`src/rtl/vdi_pkg.sv`:
```
package vdi_pkg;
  typedef enum logic [1:0] {
    DEC_HOLD = 2'd0,
    DEC_SET  = 2'd1,
    DEC_CLR  = 2'd2
  } vdi_dec_e;
endpackage

```
`src/rtl/vdi_history.sv`:
```
module vdi_history #(
  parameter int unsigned WIN_LEN = 182,
  localparam int unsigned CNT_W  = $clog2(WIN_LEN + 1)
) (
  input  logic             clk_i,
  input  logic             rst_ni,
  input  logic             clear_i,
  input  logic             sample_i,
  input  logic             bit_i,
  output logic [CNT_W-1:0] cnt_o
);
  logic [WIN_LEN-1:0] hist_q;
  logic [CNT_W-1:0]   cnt_q;
  logic               oldest;

  assign oldest = hist_q[WIN_LEN-1];
  assign cnt_o  = cnt_q;

  always_ff @(posedge clk_i or negedge rst_ni) begin
    if (!rst_ni) begin
      hist_q <= '0;
      cnt_q  <= '0;
    end else if (clear_i) begin
      hist_q <= '0;
      cnt_q  <= '0;
    end else if (sample_i) begin
      hist_q <= {hist_q[WIN_LEN-2:0], bit_i};
      // add incoming, drop expiring
      cnt_q  <= cnt_q + CNT_W'(bit_i) - CNT_W'(oldest);
    end
  end

  assert_cnt_in_window_R1: assert property (@(posedge clk_i) disable iff (!rst_ni)
    cnt_q <= CNT_W'(WIN_LEN));
  assert_cnt_idle_R1: assert property (@(posedge clk_i) disable iff (!rst_ni)
    (!sample_i && !clear_i) |=> $stable(cnt_q));
  assert_clear_empties_R6: assert property (@(posedge clk_i) disable iff (!rst_ni)
    clear_i |=> (cnt_q == '0));
endmodule

```
`src/rtl/vdi_hysteresis.sv`:
```
module vdi_hysteresis
  import vdi_pkg::*;
#(
  parameter int unsigned CNT_W   = 8,
  parameter int unsigned SET_CNT = 92,
  parameter int unsigned CLR_CNT = 19
) (
  input  logic             clk_i,
  input  logic             rst_ni,
  input  logic             clear_i,
  input  logic [CNT_W-1:0] cnt_i,
  output logic             slow_o
);
  vdi_dec_e dec;
  logic     slow_q;

  always_comb begin
    if (cnt_i > CNT_W'(SET_CNT))      dec = DEC_SET;
    else if (cnt_i < CNT_W'(CLR_CNT)) dec = DEC_CLR;
    else                              dec = DEC_HOLD;
  end

  always_ff @(posedge clk_i or negedge rst_ni) begin
    if (!rst_ni)        slow_q <= 1'b0;
    else if (clear_i)   slow_q <= 1'b0;
    else begin
      unique case (dec)
        DEC_SET:  slow_q <= 1'b1;
        DEC_CLR:  slow_q <= 1'b0;
        default:  slow_q <= slow_q;
      endcase
    end
  end

  assign slow_o = slow_q;

  assert_set_above_R2: assert property (@(posedge clk_i) disable iff (!rst_ni)
    (!clear_i && cnt_i > CNT_W'(SET_CNT)) |=> slow_q);
  assert_clr_below_R3: assert property (@(posedge clk_i) disable iff (!rst_ni)
    (cnt_i < CNT_W'(CLR_CNT)) |=> !slow_q);
  assert_hold_between_R4: assert property (@(posedge clk_i) disable iff (!rst_ni)
    (!clear_i && cnt_i >= CNT_W'(CLR_CNT) && cnt_i <= CNT_W'(SET_CNT))
      |=> (slow_q == $past(slow_q)));
endmodule

```
`src/rtl/vdi_warmup.sv`:
```
module vdi_warmup #(
  parameter int unsigned INIT_TICKS = 4,
  localparam int unsigned W_W       = $clog2(INIT_TICKS + 1)
) (
  input  logic clk_i,
  input  logic rst_ni,
  input  logic enable_i,
  input  logic tick_i,
  output logic ready_o
);
  logic [W_W-1:0] wcnt_q;
  logic           ready_q;

  always_ff @(posedge clk_i or negedge rst_ni) begin
    if (!rst_ni) begin
      wcnt_q  <= '0;
      ready_q <= 1'b0;
    end else if (!enable_i) begin
      wcnt_q  <= '0;
      ready_q <= 1'b0;
    end else if (tick_i && !ready_q) begin
      wcnt_q <= wcnt_q + 1'b1;
      if (wcnt_q == W_W'(INIT_TICKS - 1)) ready_q <= 1'b1;
    end
  end

  assign ready_o = ready_q;

  assert_ready_after_tick_R7: assert property (@(posedge clk_i) disable iff (!rst_ni)
    $rose(ready_q) |-> $past(tick_i));
  assert_disable_unready_R6: assert property (@(posedge clk_i) disable iff (!rst_ni)
    !enable_i |=> !ready_q);
endmodule

```
`src/rtl/voice_duty_integrator.sv`:
```
module voice_duty_integrator #(
  parameter int unsigned WIN_LEN    = 182,
  parameter int unsigned SET_CNT    = 92,
  parameter int unsigned CLR_CNT    = 19,
  parameter int unsigned INIT_TICKS = 4
) (
  input  logic clk_i,
  input  logic rst_ni,
  input  logic tick_i,
  input  logic enable_i,
  input  logic level_ok_i,
  input  logic voice_fast_i,
  output logic voice_fast_o,
  output logic voice_slow_o
);
  localparam int unsigned CNT_W = $clog2(WIN_LEN + 1);

  logic             ready;
  logic             valid;
  logic             sample;
  logic [CNT_W-1:0] cnt;
  logic             slow_state;

  vdi_warmup #(.INIT_TICKS(INIT_TICKS)) u_warmup (
    .clk_i    (clk_i),
    .rst_ni   (rst_ni),
    .enable_i (enable_i),
    .tick_i   (tick_i),
    .ready_o  (ready)
  );

  assign valid        = enable_i & ready & level_ok_i;
  assign voice_fast_o = voice_fast_i & valid;
  assign sample       = tick_i & enable_i & ready;

  vdi_history #(.WIN_LEN(WIN_LEN)) u_history (
    .clk_i    (clk_i),
    .rst_ni   (rst_ni),
    .clear_i  (!enable_i),
    .sample_i (sample),
    .bit_i    (voice_fast_o),
    .cnt_o    (cnt)
  );

  vdi_hysteresis #(
    .CNT_W   (CNT_W),
    .SET_CNT (SET_CNT),
    .CLR_CNT (CLR_CNT)
  ) u_hyst (
    .clk_i   (clk_i),
    .rst_ni  (rst_ni),
    .clear_i (!enable_i),
    .cnt_i   (cnt),
    .slow_o  (slow_state)
  );

  assign voice_slow_o = slow_state & valid;

  assert_warmup_mutes_R7: assert property (@(posedge clk_i) disable iff (!rst_ni)
    !ready |-> (!voice_slow_o && !voice_fast_o));
  assert_level_gate_R5: assert property (@(posedge clk_i) disable iff (!rst_ni)
    !level_ok_i |-> (!voice_slow_o && !voice_fast_o));
endmodule

```
`config.mk`:
```
export PLATFORM = sky130hd
export DESIGN_NAME = voice_duty_integrator
export DESIGN_NICKNAME = d
export VERILOG_FILES = /design/src/rtl/vdi_pkg.sv /design/src/rtl/vdi_history.sv /design/src/rtl/vdi_hysteresis.sv /design/src/rtl/vdi_warmup.sv /design/src/rtl/voice_duty_integrator.sv
export SDC_FILE = /design/constraint.sdc
export NUM_CORES = 1
export LEC_CHECK = 0
export ABC_AREA = 1
export BUFFER_PORTS_ARGS = -buffer_cell sky130_fd_sc_hd__buf_4
export CAP_MARGIN = 20
export CORE_UTILIZATION = 47
export DETAILED_ROUTE_END_ITERATION = 6
export GPL_TIMING_DRIVEN = 0
export PLACE_DENSITY_LB_ADDON = 0.05
export SYNTH_ARGS = -nofsm -noshare
export SYNTH_HDL_FRONTEND = slang
export SYNTH_SLANG_ARGS = --single-unit
```
`constraint.sdc`:
```
create_clock -name clk_i -period 2.73 [get_ports clk_i]
set_input_delay 0 -clock clk_i [delete_from_list [all_inputs] [get_ports clk_i]]
set_output_delay 0 -clock clk_i [all_outputs]
set_load 0.005 [all_outputs]
```
==> impl_results.md, run 1 <==
* Status: completed
* CTS resizes at 0
* Syn nets at between 700 and 800
* Maximum root-to-sink buffer count at 2
* CP max stage cell: dlygate4sd3_1
* Cts hold-fix bufs at 5
* Critical Path RT at a little over 3 ns
* Grt ovf at 0
* Ant. Diodes at 0
* Fin crit period at approximately 2.1 ns
* Avg Inst Size Synth at about 11 um2
* Wirelength per Cell at ~12 um
* Critical path launch point type: register
* Yosys warns at 0
* Synth area leader: dfrtp_1
* Clock power share at between 40% and 50%
* Die ar. at about 17,000 um2
* Initial antenna violation count at 0
* Crit path capture type: register
* # DRC at 0
* Synth Flop Type: dfrtp_1
* Crit-path cells: ha_1 > ha_1 > nand3_1 > dlygate4sd3_1 > nand2_1 > dlygate4sd3_1
* Max-slew headroom at between 50% and 60%
* Async SR Flop Fraction at between 90% and 100%
* TNS Setup at 0 ns
* Post-DRT Antenna Nets at 0
* Reg-to-reg critical path endpoint: u_warmup.ready_o$_DFFE_PN0P_
* I/O pin count at 8
* Top cells by area, synth: dfrtp_1, o22ai_1, inv_1, buf_6, ha_1
* Pre-Repair DR Iteration Count at 4
* R2r setup slk at roughly 0.62 ns
* Worst Hold Depth at 5
* Final Skew at 0.00778 ns
* Crit path DAT at roughly 2.4 ns
* VDD IR max at approximately 0.43 mV
* Core Area at roughly 16,000 um2
* Fmax at 0.474 GHz
* Crit path from: u_warmup.wcnt_q[0]$_DFFE_PN0P_
* Sequential share of power at about half
* Pre-CTS WS at 0.797 ns
* Top-area cell type share of the netlist area at between 60% and 70%
* Part of the Yosys area used for sequential elements at 62.7%
* Die X at approximately 130 um
* Worst path max stage delay at between 0.5 and 0.6 ns
* IO buf count at 7
* Chip Height at ~130 um
* FF-to-FF Start: u_warmup.wcnt_q[0]$_DFFE_PN0P_
* Fillcell total at between 1,000 and 1,500
* #FFs+latches synth at 195
* Critical path buffers and inverters at 2
* Post-detail-place hpwl at 7670 um
* Tightest Hold Check Type: in2reg
* EDFF count, synth at 0
* Crit path max fanout at 3
* CTS tree: yes
* Critical hold path startpoint: level_ok_i
* R2R depth at 6
* Starting density of the core at 48.5%
* GP Congestion at roughly 0.79
* Synth Instances at slightly above 700
* Final worst slack at 0.618 ns
* Synthesized area at around 8000 um2
* Final hold violation count at 0
* MaxCap Viol Count at 0
* Vias per inst at 4.91
* CTS root buf: clkbuf_16
* DR vias at 4,840
* Pint at roughly 0.0044 W
* Least-Margin Pin Slew at approximately 0.60 ns
* Worst hold endpoint: u_history.hist_q[0]$_DFFE_PN0P_
* Final setup fails at 0
* RSZ-0062 raised after global routing: no
* Sw Ratio at a little over a fifth
* Unique masters post-synth at 23
* Nets at 777
* CP Class: reg2reg
* Vias in the first global route at between 4,000 and 5,000
* # Post-CTS Setup Buffers at 0
* Area grow syn2layout at 12.9%
* Leak pwr at a little under 4 nW
* CP top delay family: buffers and inverters
* Tcrit/Tclk final at just under 80%
* PD cells at approximately 640 nW/um2
* Num CTS Buffers at 17
* First-pass GRT wire length at about 22,000 um
* Drt initial violations at between 200 and 300
* DRT Wirelength at 12,200 um
* Psw at ~0.0012 W
* Gate power share at 3.8%
* Tot GR Track Use at approximately 16%
* Pin count of the biggest net entering global routing at 120
* Core Rows at 46
* Num Clock Sinks at ~200
* Clock latency on the worst-skew pair at between 0.4 and 0.5 ns
* Max-slew violation count at 0
* Clock-pin slew on the worst setup and hold paths at 0.07 ns
* Layout cells sized above 1 at roughly a tenth
* H-tree levels at 4
worst max-delay path by stage:
| stage | to | slack [ns] | depth (start not counted) |
|---|---|---|---|
| 5_1_grt | u_warmup.ready_o$_DFFE_PN0P_ | 0.54 | 6 |
| 2_1_floorplan | u_history.cnt_o[6]$_DFFE_PN0P_ | 1.03 | 9 |
| 3_5_place_dp | u_history.cnt_o[6]$_DFFE_PN0P_ | 0.80 | 9 |
| 4_1_cts | u_warmup.ready_o$_DFFE_PN0P_ | 0.62 | 6 |
| 3_3_place_gp | u_history.hist_q[157]$_DFFE_PN0P_ | 0.47 | 1 |
| 6_report | u_warmup.ready_o$_DFFE_PN0P_ | 0.62 | 6 |
synthesized netlist by cell type, types with 2 or more instances:
| master | instances |
|---|---|
| nor3b_1 | 2 |
| o22ai_1 | 182 |
| nand3_1 | 14 |
| nor2_1 | 3 |
| buf_2 | 5 |
| buf_6 | 31 |
| inv_1 | 209 |
| o21ai_0 | 9 |
| ha_1 | 14 |
| dfrtp_1 | 195 |
| a21oi_1 | 7 |
| inv_2 | 2 |
| nand2_1 | 38 |
| nor2_4 | 2 |
| buf_4 | 3 |
power by group through the flow:
stage,combinational [W],sequential [W],clock [W]
3_3_place_gp,0.000204,0.00296,0
6_report,0.000215,0.00290,0.00248
4_1_cts,0.000223,0.00290,0.00256
5_1_grt,0.000244,0.00290,0.00266
3_5_place_dp,0.000217,0.00296,0
2_1_floorplan,0.000119,0.00296,0
cell families after synthesis:
kind of cell             after synthesis  synth area share, %
buffers and inverters                251                 15.3
AO/OA/AOI/OAI                        200                 15.8
XOR/XNOR                               1                0.112
AND/OR/NAND/NOR                       62                 3.58
flip-flops                           195                 62.7
adder cells (fa/ha/maj)               15                 2.51
state kept, by name, indices dropped and copies added, names as in the netlist:
register	cells
u_history.cnt_o	8
u_history.hist_q	182
u_hyst.slow_o	1
u_warmup.ready_o	1
u_warmup.wcnt_q	3
cell type report:
type	instances	area (um2)	area share, %
sequential	195	4880	55.5
multi-input combinational	278	1720	19.5
inverter	211	792	9.01
clock buffer	22	474	5.39
buffer	40	400	4.55
tap	216	270	3.07
timing repair buffer	13	138	1.56
clock inverter	10	124	1.41
cells in the final DEF (no fill, tap or decap), types with 2 or more instances in the layout:
cell type,netlist,layout
buf_4,3,9
inv_2,2,2
o21ai_0,9,9
inv_1,209,209
nor2_4,2,2
nor3b_1,2,2
clkbuf_16,0,17
dfrtp_1,195,195
clkbuf_8,0,3
o22ai_1,182,182
clkinv_4,0,4
nor2_1,3,3
dlygate4sd3_1,0,5
buf_6,31,31
a21oi_1,7,7
clkinvlp_4,0,2
ha_1,14,14
bufinv_16,0,2
nand2_1,38,38
clkbuf_1,1,3
buf_2,5,5
nand3_1,14,14
tightest hold or removal path, delay by kind of cell:
kind / cells / cell delay, ns
buf+inv: 2 / 0.17
simple gates: 2 / 0.17
compound gates: 1 / 0.06
through the flow:
step,cell area (um2),std cells,hold WS (ns),util (%),total power (W)
CTS,8790,985,0.0139,54.8,0.00568
finish,8790,985,0.0236,54.8,0.00560
floorplan,7790,724,-0.296,-,0.00307
global placement,8110,947,0.255,50.5,0.00316
global route,8790,985,0.0533,54.8,0.00580
detailed placement,8150,948,0.0115,50.7,0.00317
layer usage:
metal  vias to the layer above  track usage, %  wire, um
li1                       2443               -         -
met2                        50            25.2      5600
met5                         -               0         0
met3                        13            3.05       252
met1                      2334            21.9      6210
met4                         0            6.69       180
No activity file was read; power rests on OpenSTA's default activity.
==> inputs of run 2 (changes only) <==
--- a/config.mk
+++ b/config.mk
@@ -5,7 +5,7 @@
 export SDC_FILE = /design/constraint.sdc
 export NUM_CORES = 1
 export LEC_CHECK = 0
-export ABC_AREA = 1
+export ABC_AREA = 0
 export BUFFER_PORTS_ARGS = -buffer_cell sky130_fd_sc_hd__buf_4
 export CAP_MARGIN = 20
 export CORE_UTILIZATION = 47
==> constraint.sdc (replaced) <==
create_clock -name clk_i -period 2.2 [get_ports clk_i]
set_input_delay 0 -clock clk_i [delete_from_list [all_inputs] [get_ports clk_i]]
set_output_delay 0 -clock clk_i [all_outputs]
set_load 0.005 [all_outputs]
==> run 2 against run 1 <==
Against the previous run:
- register-to-register slack got worse by 0.55 ns
- cell count rose by 19%
- fmax is 0.85% lower
- count of clock-buffer cells in the layout down 3
==> impl_results.md, run 2 <==
* Status: completed
* Clock latency on the worst-skew pair at 0.43 ns (about the same)
* Max reg flops at 182 (unchanged)
* PD cells at 730 nW/um2 (+15%)
* Grt ovf at 0 (unchanged)
* Unique masters post-synth at 36 (+57%)
* CP top delay family: adder cells
* Crit path from: u_history.cnt_o[0]$_DFFE_PN0P_
* Crit path DAT at 2.47 ns (+0.05 ns)
* MaxCap Viol Count at 0 (unchanged)
* Die X at 135 um (+3.0%)
* Ant. Diodes at 0 (unchanged)
* I/O pin count at 8 (unchanged)
* Final setup fails at 0 (unchanged)
* Commonest non-fill, non-tap cells in the layout: nand2_1, dfrtp_1, nand3_1
* Max-slew headroom at 43.2% (-17 points)
* Vias per inst at 5.10 (+3.8%)
* Core Area at 17,200 um2 (+7.3%)
* Nets at 958 (+23%)
* Most common cell in the synthesized netlist: nand2_1
* Critical path buffers and inverters at 2 (unchanged)
* Critical path launch point type: register
* GP Congestion at 0.828 (+5.4%)
* Yosys warns at 0 (unchanged)
* Reg-to-reg critical path endpoint: u_history.cnt_o[6]$_DFFE_PN0P_
* Synth Instances at 905 (+25%)
* First-pass GRT wire length at 27,000 um (+25%)
* Crit path to: u_history.cnt_o[6]$_DFFE_PN0P_
* Total power at 0.00678 W (+21%)
* Fillcell total at 1,548 (+11%)
* Pre-Repair DR Iteration Count at 5 (+1)
* Post-detail-place hpwl at 9660 um (+26%)
* Syn nets at 926 (+24%)
* FF-to-FF Start: u_history.cnt_o[0]$_DFFE_PN0P_
* Critical Path RT at 2.54 ns (-0.49 ns)
* Pin count of the biggest net entering global routing at 114 (-5.0%)
* Die ar. at 18,100 um2 (+6.0%)
* EDFF count, synth at 0 (unchanged)
* Max-slew violation count at 0 (unchanged)
* CP max stage cell: fa_2
* Core Rows at 48 (+4.3%)
* R2R depth at 9 (+3)
* Fin crit period at 2.13 ns (+0.0180 ns)
* Synth Flop Type: dfrtp_1
* Maximum root-to-sink buffer count at 2 (unchanged)
* Tot GR Track Use at 18.4% (+2.4 points)
* Area grow syn2layout at 12.3%
* Tcrit/Tclk final at 96.8% (+19 points)
* Register area at 4880 um2 (about the same)
* Wirelength per Cell at 13.0 um (+4.4%)
* Top cells by area, synth: dfrtp_1, nand2_1, nand3_1, ha_1, buf_6
* CTS tree: yes
* Synth area leader: dfrtp_1
* Vias in the first global route at 5,892 (+24%)
* H-tree levels at 4 (unchanged)
* CP Class: reg2reg
* VDD IR max at 0.545 mV (+26%)
* Drt initial violations at 373 (+48%)
* CTS root buf: clkbuf_16
* DR vias at 5,993 (+24%)
* Multi-input logic area at 2920 um2 (+70%)
* Num CTS Buffers at 17 (unchanged)
* Leak pwr at 5.09 nW (+30%)
* Post-DRT Antenna Nets at 0 (unchanged)
* Num Clock Sinks at 195 (unchanged)
* R2r setup slk at 0.07 ns (-0.55 ns)
* Fmax at 0.470 GHz (-0.85%)
* Starting density of the core at 47.9% (-0.57 points)
* #FFs+latches synth at 195 (unchanged)
* DRT Wirelength at 15,300 um (+25%)
* Layout cells sized above 1 at 9.79% (-0.87 points)
* # DRC at 0 (unchanged)
* Avg Inst Size Synth at 9.13 um2 (-15%)
* Async SR Flop Fraction at 100% (unchanged)
* IO buf count at 7 (unchanged)
* Tightest Hold Check Type: in2reg
* Critical Path Stages at 9 (+3)
* Initial antenna violation count at 0 (unchanged)
* Crit-path cells: inv_1 > ha_1 > inv_1 > ha_2 > fa_2 > a21oi_4 > o22ai_1 > mux2_2 > o22ai_1
* Top-area cell type share of the netlist area at 59.1% (-3.6 points)
* Least-Margin Pin Slew at 0.852 ns (+0.251 ns)
* Synthesized area at 8260 um2 (+6.1%)
* Part of the Yosys area used for sequential elements at 59.1% (-3.6 points)
* TNS Setup at 0 ns (unchanged)
* Final hold violation count at 0 (unchanged)
* Crit path max fanout at 3 (unchanged)
* Clock-pin slew on the worst setup and hold paths at 0.07 ns (about the same)
* Largest Register: u_history.hist_q
* Commonest non-fill, non-tap cell in the layout: nand2_1
* Chip Height at 135 um (+3.0%)
* Worst path max stage delay at 0.40 ns (-0.15 ns)
* Final Skew at 0.00776 ns (-0.0000291 ns)
* Top post-synthesis cells by count: nand2_1, dfrtp_1, nand3_1, clkbuf_1, buf_2
* Crit path capture type: register
==> run 2: cell count changes after synthesis, moves of 3 or more <==
| cell | before | now |
|---|---|---|
| a21oi_1 | 7 | 11 |
| buf_2 | 5 | 15 |
| buf_4 | 3 | 14 |
| buf_6 | 31 | 14 |
| clkbuf_1 | 1 | 18 |
| inv_1 | 209 | 13 |
| nand2_1 | 38 | 370 |
| nand3_1 | 14 | 187 |
| nor2_1 | 3 | 7 |
| o22ai_1 | 182 | 2 |
| xnor2_1 | 1 | 4 |
==> run 2: repair_timing <==
action,in CTS,in global routing
hold endpoints to repair,113,0
setup buffers,0,4
pin swaps,0,2
setup endpoints to repair,1,1
hold buffers,2,0
resized for setup,2,5
==> run 2: how the worst min path moves through the flow <==
stage / start / to / slack (ns) / cells after the start
after global routing: level_ok_i / u_history.hist_q[0]$_DFFE_PN0P_ / 0.06 / 4
final: level_ok_i / u_history.hist_q[0]$_DFFE_PN0P_ / 0.06 / 4
after detailed placement: rst_ni / u_history.hist_q[115]$_DFFE_PN0P_ / 0.14 / 1
after CTS: level_ok_i / u_history.hist_q[0]$_DFFE_PN0P_ / 0.10 / 4
after global placement: tick_i / u_warmup.ready_o$_DFFE_PN0P_ / 0.31 / 3
after floorplan: rst_ni / u_history.cnt_o[0]$_DFFE_PN0P_ / -0.30 / 0
==> run 2: final cells by class <==
class                   instances  share of cell area, %
flip-flops and latches        195                   52.6
multi-input cells             632                   31.5
clock buffers                  19                   4.88
plain buffers                  63                   4.56
well taps                     225                   3.03
repair buffers                 14                   1.48
clock inverters                13                   1.36
inverters                      14                  0.566
==> run 2: per-layer routing <==
metal  share of wire, %  wire length (um)  vias to the layer above  global-route usage, %
met3                2.3               356                       13                   3.53
met4               0.68               103                        0                   6.68
met2                 48              7310                       50                   30.0
met1                 49              7480                     2942                   24.7
met5                  0                 0                        -                      0
li1                   -                 -                     2988                      -
==> run 2: power by group <==
| group | internal, W | leakage [nW] | total [W] | switching (W) |
|---|---|---|---|---|
| Clock | 0.00164 | 0.284 | 0.00299 | 0.00136 |
| Combinational | 0.0000411 | 2.08 | 0.000189 | 0.000148 |
| Sequential | 0.00359 | 2.72 | 0.00359 | 0.00000372 |
==> run 2: cells by family after synthesis <==
family          Yosys count  synth area share (%)
fa+ha+maj                15                  2.36
compound gates           34                  2.47
flops                   195                  59.1
mux                       3                 0.379
simple gates            575                  29.4
xor+xnor                  5                 0.530
buf+inv                  78                  5.81
==> run 2: metrics by stage <==
step | util, % | std cells | instance area [um2] | setup slack [ns] | hold WS (ns)
2_1_floorplan | - | 905 | 8260 | 0.139 | -0.296
3_3_place_gp | 49.9 | 1137 | 8600 | -0.0804 | 0.312
3_5_place_dp | 50.1 | 1138 | 8630 | -0.100 | 0.135
4_1_cts | 53.6 | 1172 | 9240 | 0.00259 | 0.102
5_1_grt | 53.8 | 1175 | 9280 | -0.0387 | 0.0565
6_report | 53.8 | 1175 | 9280 | 0.0701 | 0.0598
==> run 2: worst reg2reg max path: cells and delay by family, from the launching register on <==
kind                       cells  cell delay, ns
adders and majority gates      3            0.86
AOI/OAI and AO/OA              3            0.46
DFF                            1            0.35
muxes                          1            0.28
buffers and inverters          2            0.10
==> inputs of run 3 (changes only) <==
--- a/config.mk
+++ b/config.mk
@@ -6,7 +6,7 @@
 export NUM_CORES = 1
 export LEC_CHECK = 0
 export ABC_AREA = 0
-export BUFFER_PORTS_ARGS = -buffer_cell sky130_fd_sc_hd__buf_4
+export BUFFER_PORTS_ARGS = -buffer_cell sky130_fd_sc_hd__buf_2
 export CAP_MARGIN = 20
 export CORE_UTILIZATION = 47
 export DETAILED_ROUTE_END_ITERATION = 6
==> run 3 against run 2 <==
Against the previous run:
- fmax grew 2.2%
- combinational power about the same
- largest cell class unchanged
- count of clock-buffer cells in the layout unchanged
- first-iteration DRC count up 5.9%
- critical path type unchanged
- design area about the same
- highest routed layer unchanged
- sequential power barely moved
==> impl_results.md, run 3 (same netlist as run 2, synthesis figures left out) <==
* CTS root buf: clkbuf_16
* Area grow syn2layout at 12.3% (about the same)
* Fin crit period at 2.08 ns (-0.0456 ns)
* Tcrit/Tclk final at 94.7% (-2.1 points)
* Fmax at 0.480 GHz (+2.2%)
* R2R depth at 8 (-1)
* # DRC at 0 (unchanged)
* Largest Register: u_history.hist_q
* Pre-CTS WS at -0.0442 ns (+0.0562 ns)
* GP Congestion at 0.815 (-1.6%)
* Commonest non-fill, non-tap cell in the layout: nand2_1
* Initial antenna violation count at 0 (unchanged)
* Critical path's most frequent cell: o22ai_1
* Core Area at 17,200 um2 (unchanged)
* Crit path DAT at 2.42 ns (-0.05 ns)
* H-tree levels at 4 (unchanged)
* Status: completed
* CP max stage cell: fa_2
* Max reg flops at 182 (unchanged)
* R2r setup slk at 0.12 ns (+0.05 ns)
* IO buf count at 7 (unchanged)
* MaxCap Viol Count at 0 (unchanged)
* Critical Path RT at 2.54 ns (about the same)
* Critical hold path startpoint: level_ok_i
* Die ar. at 18,100 um2 (unchanged)
* Crit-path cells: buf_2 > and4_4 > ha_2 > fa_2 > a21oi_4 > o22ai_1 > mux2_2 > o22ai_1
* Maximum root-to-sink buffer count at 2 (unchanged)
* Tot GR Track Use at 19.1% (+0.62 points)
* Max-slew headroom at 37.6% (-5.6 points)
* Worst hold endpoint: u_history.hist_q[0]$_DFFE_PN0P_
* Nets at 956 (-0.21%)
* Post-DRT Antenna Nets at 0 (unchanged)
* Starting density of the core at 47.9% (unchanged)
* CTS tree: yes
* DR vias at 5,982 (-0.18%)
* DRT Wirelength at 15,200 um (-0.32%)
* Final worst slack at 0.116 ns (+0.0456 ns)
* Max-slew violation count at 0 (unchanged)
* Critical path buffers and inverters at 1 (-1)
* Final setup fails at 0 (unchanged)
* Clock-pin slew on the worst setup and hold paths at 0.07 ns (about the same)
* CP top delay family: adder cells
* Met2 WL at 7320 um (+0.15%)
* Worst path max stage delay at 0.38 ns (-0.02 ns)
* Worst Hold Depth at 4 (unchanged)
* VDD IR max at 0.563 mV (+3.4%)
* RSZ-0062 raised after global routing: no
* Fillcell total at 1,518 (-1.9%)
* Num CTS Buffers at 17 (unchanged)
* Grt ovf at 0 (unchanged)
* Met1 wire length at 7290 um (-2.6%)
* Wirelength per Cell at 13.0 um (-0.15%)
* Critical path launch point type: register
* Reg-to-reg critical path endpoint: u_history.cnt_o[6]$_DFFE_PN0P_
* Crit path capture type: register
* Tightest Hold Check Type: in2reg
* Post-detail-place hpwl at 9710 um (+0.47%)
* Layout cells sized above 1 at 9.28% (-0.51 points)
* Final hold violation count at 0 (unchanged)
* Drt initial violations at 395 (+5.9%)
* Commonest non-fill, non-tap cells in the layout: nand2_1, dfrtp_1, nand3_1
* First-pass GRT wire length at 27,600 um (+2.1%)
* CP Class: reg2reg
* Final Skew at 0.00754 ns (-0.000214 ns)
* Vias per inst at 5.10 (about the same)
* Least-Margin Pin Slew at 0.936 ns (+0.0843 ns)
* Pin count of the biggest net entering global routing at 123 (+7.9%)
* Ant. Diodes at 0 (unchanged)
* Total power at 0.00702 W (+3.6%)
* Num Clock Sinks at 195 (unchanged)
* Crit path max fanout at 10 (+7)
* DR WL met3 at 431 um (+21%)
* Leak pwr at 5.09 nW (about the same)
* Chip Height at 135 um (unchanged)
* Clock latency on the worst-skew pair at 0.43 ns (about the same)
* Pre-Repair DR Iteration Count at 4 (-1)
* Die X at 135 um (unchanged)
* Vias in the first global route at 6,057 (+2.8%)
* I/O pin count at 8 (unchanged)
* FF-to-FF Start: u_warmup.ready_o$_DFFE_PN0P_
* Core Rows at 48 (unchanged)
* Max Used Layer: met4
* PD cells at 756 nW/um2 (+3.5%)
## run 3: cell types whose count changed in the layout (fill, tap and decap cells not counted)
cell / before / now
clkinvlp_4: 1 / 2
dfrtp_1: 194 / 195
inv_6: 3 / 0
clkinv_4: 6 / 4
clkinv_2: 2 / 3
clkbuf_1: 18 / 20
buf_4: 24 / 15
bufinv_16: 1 / 4
clkbuf_8: 2 / 0
buf_2: 14 / 21
dfrtp_2: 1 / 0
## run 3: worst max-delay path by stage
stage                                            start                               end  depth (start not counted)
after detailed placement  u_warmup.ready_o$_DFFE_PN0P_    u_history.cnt_o[6]$_DFFE_PN0P_                          8
after global placement                          rst_ni  u_history.hist_q[28]$_DFFE_PN0P_                          1
after CTS                 u_warmup.ready_o$_DFFE_PN0P_    u_history.cnt_o[6]$_DFFE_PN0P_                          8
after global routing      u_warmup.ready_o$_DFFE_PN0P_    u_history.cnt_o[6]$_DFFE_PN0P_                          8
after floorplan           u_warmup.ready_o$_DFFE_PN0P_    u_history.cnt_o[6]$_DFFE_PN0P_                          8
final                     u_warmup.ready_o$_DFFE_PN0P_    u_history.cnt_o[6]$_DFFE_PN0P_                          8
## run 3: power breakdown
group | internal, W | leakage (nW) | switching [W] | total [W]
Combinational | 0.0000391 | 2.07 | 0.000149 | 0.000188
Clock | 0.00190 | 0.297 | 0.00134 | 0.00324
Sequential | 0.00359 | 2.72 | 0.00000316 | 0.00359
## run 3: worst min-delay path, stage by stage
cell     delay [ns]
buf_2          0.10
and4_4         0.19
o21ai_0        0.10
nand2_1        0.06
## run 3: stage by stage
step	TNS, ns	hold slack (ns)	util [%]	area [um2]	cells
3_3_place_gp	-368.49	0.354	49.8	8580	1137
4_1_cts	0	0.0902	53.7	9260	1172
5_1_grt	0	0.0554	53.8	9280	1173
2_1_floorplan	0	-0.296	-	8260	905
6_report	0	0.0705	53.8	9280	1173
3_5_place_dp	-0.0442	0.164	50.0	8620	1138
## run 3: area by class of cell
type / instances / area (um2) / share of cell area (%)
plain buffers: 64 / 428 / 4.61
clock buffers: 19 / 433 / 4.66
clock inverters: 13 / 185 / 2.00
inverters: 14 / 52.6 / 0.566
multi-input cells: 632 / 2920 / 31.5
flip-flops and latches: 195 / 4880 / 52.6
well taps: 225 / 282 / 3.03
repair buffers: 11 / 100 / 1.08
## run 3: timing repair
item	CTS	global route
hold buffers	2	0
cloned	0	0
resized for setup	2	3
hold endpoints to repair	122	0
setup endpoints to repair	1	1
setup buffers	0	1
## run 3: layer usage
| metal | vias to the layer above | GRT usage, % |
|---|---|---|
| met2 | 59 | 31.4 |
| met5 | - | 0 |
| met1 | 2917 | 24.8 |
| li1 | 2992 | - |
| met3 | 14 | 4.43 |
| met4 | 0 | 6.62 |
